`src/rtl/nmi_guard_pkg.sv`:
```
// Shared register selector encoding for the NMI aggregator.
package nmi_guard_pkg;
    typedef enum logic [1:0] {
        REG_STATUS = 2'd0,
        REG_CLEAR  = 2'd1,
        REG_FORCE  = 2'd2,
        REG_PERIOD = 2'd3
    } reg_sel_e;
endpackage

```
`src/rtl/nmi_src_flags.sv`:
```
// Sticky pending flags, one per error source.
// Assumes: src_in is synchronous to clk. A wipe request overrides everything else.
// A set (source edge or force) overrides a clear in the same cycle.
module nmi_src_flags #(
    parameter int NUM_SRC = 6
) (
    input  logic               clk,
    input  logic               rst_n,
    input  logic [NUM_SRC-1:0] src_in,
    input  logic [NUM_SRC-1:0] force_set,
    input  logic [NUM_SRC-1:0] ack_clr,
    input  logic               wipe,
    output logic [NUM_SRC-1:0] flags
);
    logic [NUM_SRC-1:0] src_prev;

    for (genvar i = 0; i < NUM_SRC; i++) begin : g_flag
        logic rise;
        assign rise = src_in[i] & ~src_prev[i];

        // Track the previous source level for edge detection.
        always_ff @(posedge clk) begin
            if (!rst_n) src_prev[i] <= 1'b0;
            else        src_prev[i] <= src_in[i];
        end

        // Update one flag: wipe, then set, then clear.
        always_ff @(posedge clk) begin
            if (!rst_n)                     flags[i] <= 1'b0;
            else if (wipe)                  flags[i] <= 1'b0;
            else if (rise || force_set[i])  flags[i] <= 1'b1;
            else if (ack_clr[i])            flags[i] <= 1'b0;
        end
    end
endmodule

```
`src/rtl/nmi_ack_timer.sv`:
```
// Acknowledgment watchdog: counts while any flag is pending and fires when
// the count reaches the period.
// Assumes: the period may change at any time. Since the compare is >=, a lowered
// period fires at once and never lets the count wrap.
module nmi_ack_timer #(
    parameter int CNT_W = 16
) (
    input  logic             clk,
    input  logic             rst_n,
    input  logic             pending,
    input  logic [CNT_W-1:0] period,
    output logic             fire_now,
    output logic             rst_pulse
);
    logic [CNT_W-1:0] cnt;

    assign fire_now = pending && (cnt >= period);

    // Advance, hold at zero while idle, restart after firing.
    always_ff @(posedge clk) begin
        if (!rst_n)                  cnt <= '0;
        else if (!pending || fire_now) cnt <= '0;
        else                         cnt <= cnt + 1'b1;
    end

    // Register the fire decision into a one-cycle reset pulse.
    always_ff @(posedge clk) begin
        if (!rst_n) rst_pulse <= 1'b0;
        else        rst_pulse <= fire_now;
    end
endmodule

```
`src/rtl/nmi_reg_port.sv`:
```
// Register write/read port: status, write-one-to-clear, write-one-to-set, period.
// Assumes: DATA_W >= CNT_W and DATA_W > NUM_SRC.
module nmi_reg_port
    import nmi_guard_pkg::*;
#(
    parameter int NUM_SRC    = 6,
    parameter int CNT_W      = 16,
    parameter int DATA_W     = 16,
    parameter int DEF_PERIOD = 4095
) (
    input  logic               clk,
    input  logic               rst_n,
    input  logic               wr_en,
    input  logic [1:0]         addr,
    input  logic [DATA_W-1:0]  wdata,
    input  logic [NUM_SRC-1:0] flags,
    output logic [DATA_W-1:0]  rdata,
    output logic [NUM_SRC-1:0] clr_bits,
    output logic [NUM_SRC-1:0] set_bits,
    output logic [CNT_W-1:0]   period
);
    localparam logic [CNT_W-1:0] PERIOD_RST = CNT_W'(DEF_PERIOD);

    // Decode write strobes for the clear and force registers.
    always_comb begin
        clr_bits = '0;
        set_bits = '0;
        if (wr_en && addr == REG_CLEAR) clr_bits = wdata[NUM_SRC-1:0];
        if (wr_en && addr == REG_FORCE) set_bits = wdata[NUM_SRC-1:0];
    end

    // Hold the watchdog period.
    always_ff @(posedge clk) begin
        if (!rst_n)                            period <= PERIOD_RST;
        else if (wr_en && addr == REG_PERIOD)  period <= wdata[CNT_W-1:0];
    end

    // Return read data for the selected register.
    always_comb begin
        rdata = '0;
        case (addr)
            REG_STATUS: begin
                rdata[NUM_SRC-1:0] = flags;
                rdata[NUM_SRC]     = |flags;
            end
            REG_PERIOD: rdata[CNT_W-1:0] = period;
            default:    rdata = '0;
        endcase
    end
endmodule

```
`src/rtl/nmi_guard.sv`:
```
// Top: NMI aggregator with acknowledgment watchdog.
// Assumes: all inputs synchronous to clk. rst_n is active low and sampled on clk.
module nmi_guard #(
    parameter int NUM_SRC    = 6,
    parameter int CNT_W      = 16,
    parameter int DATA_W     = 16,
    parameter int DEF_PERIOD = 4095
) (
    input  logic               clk,
    input  logic               rst_n,
    input  logic [NUM_SRC-1:0] src_in,
    input  logic               reg_wr_en,
    input  logic [1:0]         reg_addr,
    input  logic [DATA_W-1:0]  reg_wdata,
    output logic [DATA_W-1:0]  reg_rdata,
    output logic               nmi_out,
    output logic               wdog_rst
);
    logic [NUM_SRC-1:0] flags;
    logic [NUM_SRC-1:0] clr_bits;
    logic [NUM_SRC-1:0] set_bits;
    logic [CNT_W-1:0]   period;
    logic               fire_now;

    assign nmi_out = |flags;

    nmi_reg_port #(
        .NUM_SRC(NUM_SRC), .CNT_W(CNT_W), .DATA_W(DATA_W), .DEF_PERIOD(DEF_PERIOD)
    ) u_regs (
        .clk(clk), .rst_n(rst_n), .wr_en(reg_wr_en), .addr(reg_addr),
        .wdata(reg_wdata), .flags(flags), .rdata(reg_rdata),
        .clr_bits(clr_bits), .set_bits(set_bits), .period(period)
    );

    nmi_src_flags #(.NUM_SRC(NUM_SRC)) u_flags (
        .clk(clk), .rst_n(rst_n), .src_in(src_in), .force_set(set_bits),
        .ack_clr(clr_bits), .wipe(fire_now), .flags(flags)
    );

    nmi_ack_timer #(.CNT_W(CNT_W)) u_timer (
        .clk(clk), .rst_n(rst_n), .pending(nmi_out), .period(period),
        .fire_now(fire_now), .rst_pulse(wdog_rst)
    );
endmodule

```
`config.mk`:
```
export PLATFORM = sky130hd
export DESIGN_NAME = nmi_guard
export DESIGN_NICKNAME = d
export VERILOG_FILES = /design/src/rtl/nmi_guard_pkg.sv /design/src/rtl/nmi_src_flags.sv /design/src/rtl/nmi_ack_timer.sv /design/src/rtl/nmi_reg_port.sv /design/src/rtl/nmi_guard.sv
export SDC_FILE = /design/constraint.sdc
export NUM_CORES = 1
export LEC_CHECK = 0
export BUFFER_PORTS_ARGS = -buffer_cell sky130_fd_sc_hd__buf_2
export CAP_MARGIN = 20
export CELL_PAD_IN_SITES_DETAIL_PLACEMENT = 0
export CELL_PAD_IN_SITES_GLOBAL_PLACEMENT = 1
export CORE_UTILIZATION = 44
export DETAILED_ROUTE_END_ITERATION = 8
export GPL_TIMING_DRIVEN = 0
export PLACE_DENSITY_LB_ADDON = 0.12
export SETUP_SLACK_MARGIN = 0.5
export SYNTH_ARGS = -nofsm -noshare
export SYNTH_HDL_FRONTEND = slang
export SYNTH_SLANG_ARGS = --single-unit
```
`constraint.sdc`:
```
create_clock -name clk -period 4.87 [get_ports clk]
set_input_delay 0.487 -clock clk [delete_from_list [all_inputs] [get_ports clk]]
set_output_delay 0.487 -clock clk [all_outputs]
set_load 0.005 [all_outputs]
```
Yosys cells after proc, flatten, opt, wreduce, memory -nomap -nowiden

Cells that the tools add are included.

Bits in registers: 45
Logic and storage cells: 71
Output and inout bits: 18
Bits of input ports: 27

$lt $le $gt $ge: 1
Multiplexer cells: 16
Reductions and logical operators: 22
Add/sub/neg operators: 1
Eq/ne operators: 3
Bitwise operators: 13

Operators by type and width:

| operator                                             | number |
|---|---|
| adder 16 x 1 -> 16 bit (second input constant)       | 1 |
| greater-or-equal comparator 16 bit                   | 1 |
| one-hot mux 7 bit (2 select lines)                   | 1 |
| 2-to-1 mux 1 bit                                     | 12 |
| 2-to-1 mux 6 bit                                     | 2 |
| nonzero test 2 bit                                   | 6 |
| 2-to-1 mux 9 bit                                     | 1 |
| logical OR 1 bit                                     | 7 |
| NOT 1 bit                                            | 7 |
| AND 1 bit                                            | 6 |
| OR reduction 6 bit                                   | 1 |
| equality test 2 bit (second input constant)          | 2 |
| logical AND 1 bit                                    | 4 |
| OR reduction 2 bit                                   | 2 |
| equality test 2 x 1 -> 1 bit (second input constant) | 1 |
| zero test 2 bit                                      | 1 |
| zero test 1 bit                                      | 1 |

Longest topological paths before layout

Word-level depth: 5
Mapped depth: 8
Gate-level depth less buffers: 7

Modules after synthesis

From an unflattened synthesis, not the netlist that was laid out.

Cell total of the unflattened synthesis: 302
Area, all modules: 2703.8 µm²

By module, submodules not included:

| module        | instances | area each (µm²) | seq. area each (µm²) | cells an instance |
|---|---|---|---|---|
| nmi_ack_timer | 1         | 1248.7          | 340.3                | 139 |
| nmi_reg_port  | 1         | 1012.2          | 320.3                | 117 |
| nmi_src_flags | 1         | 429.2           | 240.2                | 43 |
| nmi_guard     | 1         | 13.8            | 0.0                  | 3 |

Worst setup path after synthesis

Ideal clock, no wire load.

Kind: flip-flop to flip-flop
Start: register u_timer.cnt[0]
End: register u_timer.cnt[7]
Arrival: 1730 ps
Period minus slack after synthesis: 1794 ps
Required time: 4806 ps
Cell stages (with the launch flop): 9
Path slack: 3076 ps
Setup time: 64 ps
Path buffers: 1
Cells stage by stage: dfxtp_1 > inv_1 > ha_1 > nand2b_4 > a2111oi_2 > nand3b_2 > nand4_4 > buf_6 > nor2_1

Cells in the longest elaborated chain, start to end: 4
Elaborated cells on any way between the ends: 5
Classes of those cells: 1 x add/sub; 1 x order compare; 3 x reduce/logical

Ends and longest elaborated chain:

| item                               | RTL line            | RTL |
|---|---|---|
| start: declaration                 | nmi_ack_timer.sv:15 | `logic [CNT_W-1:0] cnt;` |
| start signal: assignment           | nmi_ack_timer.sv:23 | `else cnt <= cnt + 1'b1;` |
| greater-or-equal comparator 16 bit | nmi_ack_timer.sv:17 | `assign fire_now = pending && (cnt >= period);` |
| logical AND 1 bit                  | nmi_ack_timer.sv:17 |  |
| logical OR 1 bit                   | nmi_ack_timer.sv:22 | `else if (!pending \|\| fire_now) cnt <= '0;` |
| OR reduction 2 bit (no line)       | -                   |  |

Parallel ways exist; a longest one is shown, timed or not.
A chain may end at the register's enable or synchronous reset.

Final worst setup path

Start: input port reg_addr[0]
End: output port reg_rdata[5]

Cells in the longest elaborated chain, start to end: 2
Elaborated cells on any way between the ends: 3
Classes of those cells: 1 x eq/ne; 1 x mux; 1 x reduce/logical

Ends and longest elaborated chain:

| item                                                   | RTL line           | RTL |
|---|---|---|
| start: declaration                                     | nmi_guard.sv:13    | `input logic [1:0] reg_addr,` |
| equality test 2 bit or zero test 2 bit (tied branches) | nmi_reg_port.sv:41 | `case (addr)` |
| one-hot mux 7 bit (2 select lines) (*)                 | nmi_reg_port.sv:41 |  |
| end: declaration                                       | nmi_guard.sv:15    | `output logic [DATA_W-1:0] reg_rdata,` |

Mark *: on every way between the ends. The rest lies on a longest branch, timed or not.

==> qor.csv <==
stage;metric;value;unit
clock_network;numClockSinks;45;
critical_path;start_kind;primary input;
die;dieWidth;74.8;um
sta;grt_setup_unrepaired;false;
route;wl_per_cell;12.8;um
sta;tns;0;ns
route;ant_nets;0;
route;vias;1980;
power_and_ir_drop;p_leak;1.30;nW
synthesis;synth.largest_area_cell;dfxtp_1;
die;core_region_area;0.00511;mm2
clock_network;worstSkewPairLatency;0.30;ns
synthesis;syn_nets;324;
critical_path;crit_required;4.38;ns
critical_path;cp_top_family;buffers and inverters;
sta;drv_slew;0;
synthesis;yosys_warnings;0;
critical_path;cp_num_cells;7;
clock_network;cts_hold_buffers;0;
clock_network;cts_buffers;5;
clock_network;cts_resized;0;
global_routing;grt_pass1_wl;8.15;mm
sta;finClkSkew;0.0114;ns
sta;worstMarginPinSlew;0.624;ns
global_routing;grt_pass1_vias;1760;
global_routing;grt_start_max_net_pins;14;
route;drcViolationCount;0;
critical_path;path_class;in -> out;
power_and_ir_drop;power;0.729;mW
worst_hold_path;worstHoldPathType;in -> reg;
clock_network;cts-root-buf;clkbuf_8;
synthesis;syn-instance-count;276;
synthesis;synth_edf_count;0;
worst_hold_path;hold_path.startpoint;src_in[3];
critical_path;reg2reg_setup_slack;2.80;ns
placed_design;place_congestion;0.732;
clock_network;htree_levels;2;
die;die_h;74.8;um
final_layout;fin_nets;375;
sta;relSlewSlack;57.8;%
sta;setup_viol;0;
route;via_per_inst;4.97;
synthesis;syn_avg_cell_area;8.44;um2
critical_path;cpMaxStageDelayCell;clkbuf_1;
synthesis;synth_area_leaders;dfxtp_1 (39%), ha_1 (11%), nor2_1 (6.3%), nand2_1 (5.6%), and2_1 (4.8%);
placed_design;pre_cts_ws;2.61;ns
sta;fin_crit;2.24;ns
synthesis;synth_top_area_share;38.7;%
synthesis;synthArstFlopShare;0;%
final_layout;syn_to_final_growth;16.8;%
route;wl;5.11;mm
critical_path;critPathCaptureType;output pin;
synthesis;yosys.cell_count.top_type;dfxtp_1;
critical_path;crit_chain;buf_2 -> ha_1 -> clkbuf_1 -> clkbuf_1 -> a22oi_1 -> nor2_1 -> buf_2;
critical_path;rr_worst_depth;7;
route;dr.first_iter.drc_count;72;
placed_design;dp_hpwl;4.04;mm
placed_design;io_buffers;44;
critical_path;critPathBufInv;4;
synthesis;ys.flop_type;dfxtp_1;
worst_hold_path;whs_path_depth;2;
run;cap_viol_max_count;0;
die;dieArea;0.00559;mm2
sta;finalCritPeriodShare;46.0;%
sta;max_freq;446;MHz
critical_path;crit_arrival;1.75;ns
run_status;status;finished clean;
global_routing;overflow;0;
critical_path;regToRegEndpoint;u_flags.flags[1];
critical_path;slowest_delay;0.37;ns
die;start_util;45.6;%
synthesis;ys_ff_latch;45;
critical_path;r2r-start;u_regs.period[13];
synthesis;yosysUniqueCellTypes;32;
final_layout;drive_above_1_share;18.9;%
route;drtPass1Iterations;4;
synthesis;synth.top_cells.by_count;dfxtp_1 (45), nor2_1 (39), nand2_1 (35);
worst_hold_path;hold_end;u_flags.src_prev[3];
clock_network;post_cts_buffers;0;
final_layout;n_antenna_cell;0;
power_and_ir_drop;pwr_density_cell;268;mW/mm2
die;num_io_pins;45;
synthesis;netlist_area;0.00233;mm2
global_routing;antenna_found_initial;0;
synthesis;yosysSeqAreaShare;38.7;%
clock_network;cts_tree;done;
power_and_ir_drop;irDropWorstVdd;0.000136;V
die;row_count;26;
sta;finalHoldViolCount;0;
sta;fin_ws;2.63;ns
final_layout;fill_cells;528;
critical_path;crit_path_max_fanout;10;
clock_network;clk_pin_slew;0.09;ns
clock_network;clk_path_buf_depth;2;
global_routing;track_usage;19.4;%
## sequential cells by signal, indices dropped and copies added, names as in the netlist
register           count
u_flags.flags          6
u_flags.src_prev       6
u_regs.period         16
u_timer.cnt           16
u_timer.rst_pulse      1
## final cells by class
type | instances | area [um2] | area share [%]
inverter | 28 | 105 | 3.86
buffer | 10 | 48.8 | 1.79
clock inverter | 2 | 10.0 | 0.368
sequential | 45 | 901 | 33.1
clock buffer | 6 | 72.6 | 2.67
timing repair buffer | 44 | 220 | 8.10
multi-input combinational | 193 | 1270 | 46.9
tap | 70 | 87.6 | 3.22
## placed cells by master (no fill, tap or decap), drive strengths merged
master   instances
buf             49
dfxtp           45
nor2            39
nand2           35
inv             28
ha              21
and2            18
o211ai          11
clkbuf          11
nand3            9
a21oi            9
xor2             9
a22oi            7
a222oi           6
nand4            6
xnor2            5
o21ai            3
and3             3
and4             2
clkinv           2
nor4             1
a211oi           1
nor3b            1
a311oi           1
nand2b           1
a2111oi          1
nand3b           1
nor3             1
a41oi            1
o211a            1
## metal layers
layer,global-route usage [%],wire length (um)
met3,4.42,163
met4,5.66,56
met5,0,0
met1,26.8,2610
met2,30.1,2270
## through the flow
stage / instances / hold WS, ns / area, um2 / util [%]
finish: 398 / 0.394 / 2720 / 53.3
global route: 398 / 0.386 / 2720 / 53.3
CTS: 398 / 0.388 / 2720 / 53.3
detailed placement: 390 / 0.470 / 2640 / 51.6
global placement: 390 / 0.454 / 2640 / 51.6
floorplan: 276 / 0.445 / 2330 / -
## logic make-up (layout without fill, tap and decap cells)
logic type | count (synthesis) | after routing | share of synthesized area [%]
buffers and inverters | 38 | 90 | 6.61
adder cells (fa/ha/maj) | 21 | 21 | 11.3
flip-flops | 45 | 45 | 38.7
XOR/XNOR | 14 | 14 | 5.26
AND/OR/NAND/NOR | 117 | 117 | 24.6
AO/OA/AOI/OAI | 41 | 41 | 13.6
## how the worst max path moves through the flow
stage | startpoint | endpoint | slack (ns)
after detailed placement | reg_addr[0] | reg_rdata[5] | 2.61
after global placement | reg_addr[0] | reg_rdata[5] | 2.58
final | reg_addr[0] | reg_rdata[5] | 2.63
after global routing | reg_addr[1] | reg_rdata[5] | 2.45
after CTS | reg_addr[0] | reg_rdata[5] | 2.60
after floorplan | u_timer.cnt[0] | u_timer.cnt[7] | 3.08
## where the power goes
part | total [mW] | switching (mW) | internal, mW
clock | 0.229 | 0.130 | 0.0997
combinational | 0.102 | 0.0542 | 0.0474
sequential | 0.398 | 0.0131 | 0.385
total | 0.729 | 0.197 | 0.532
(Power assumes the default switching activity.)
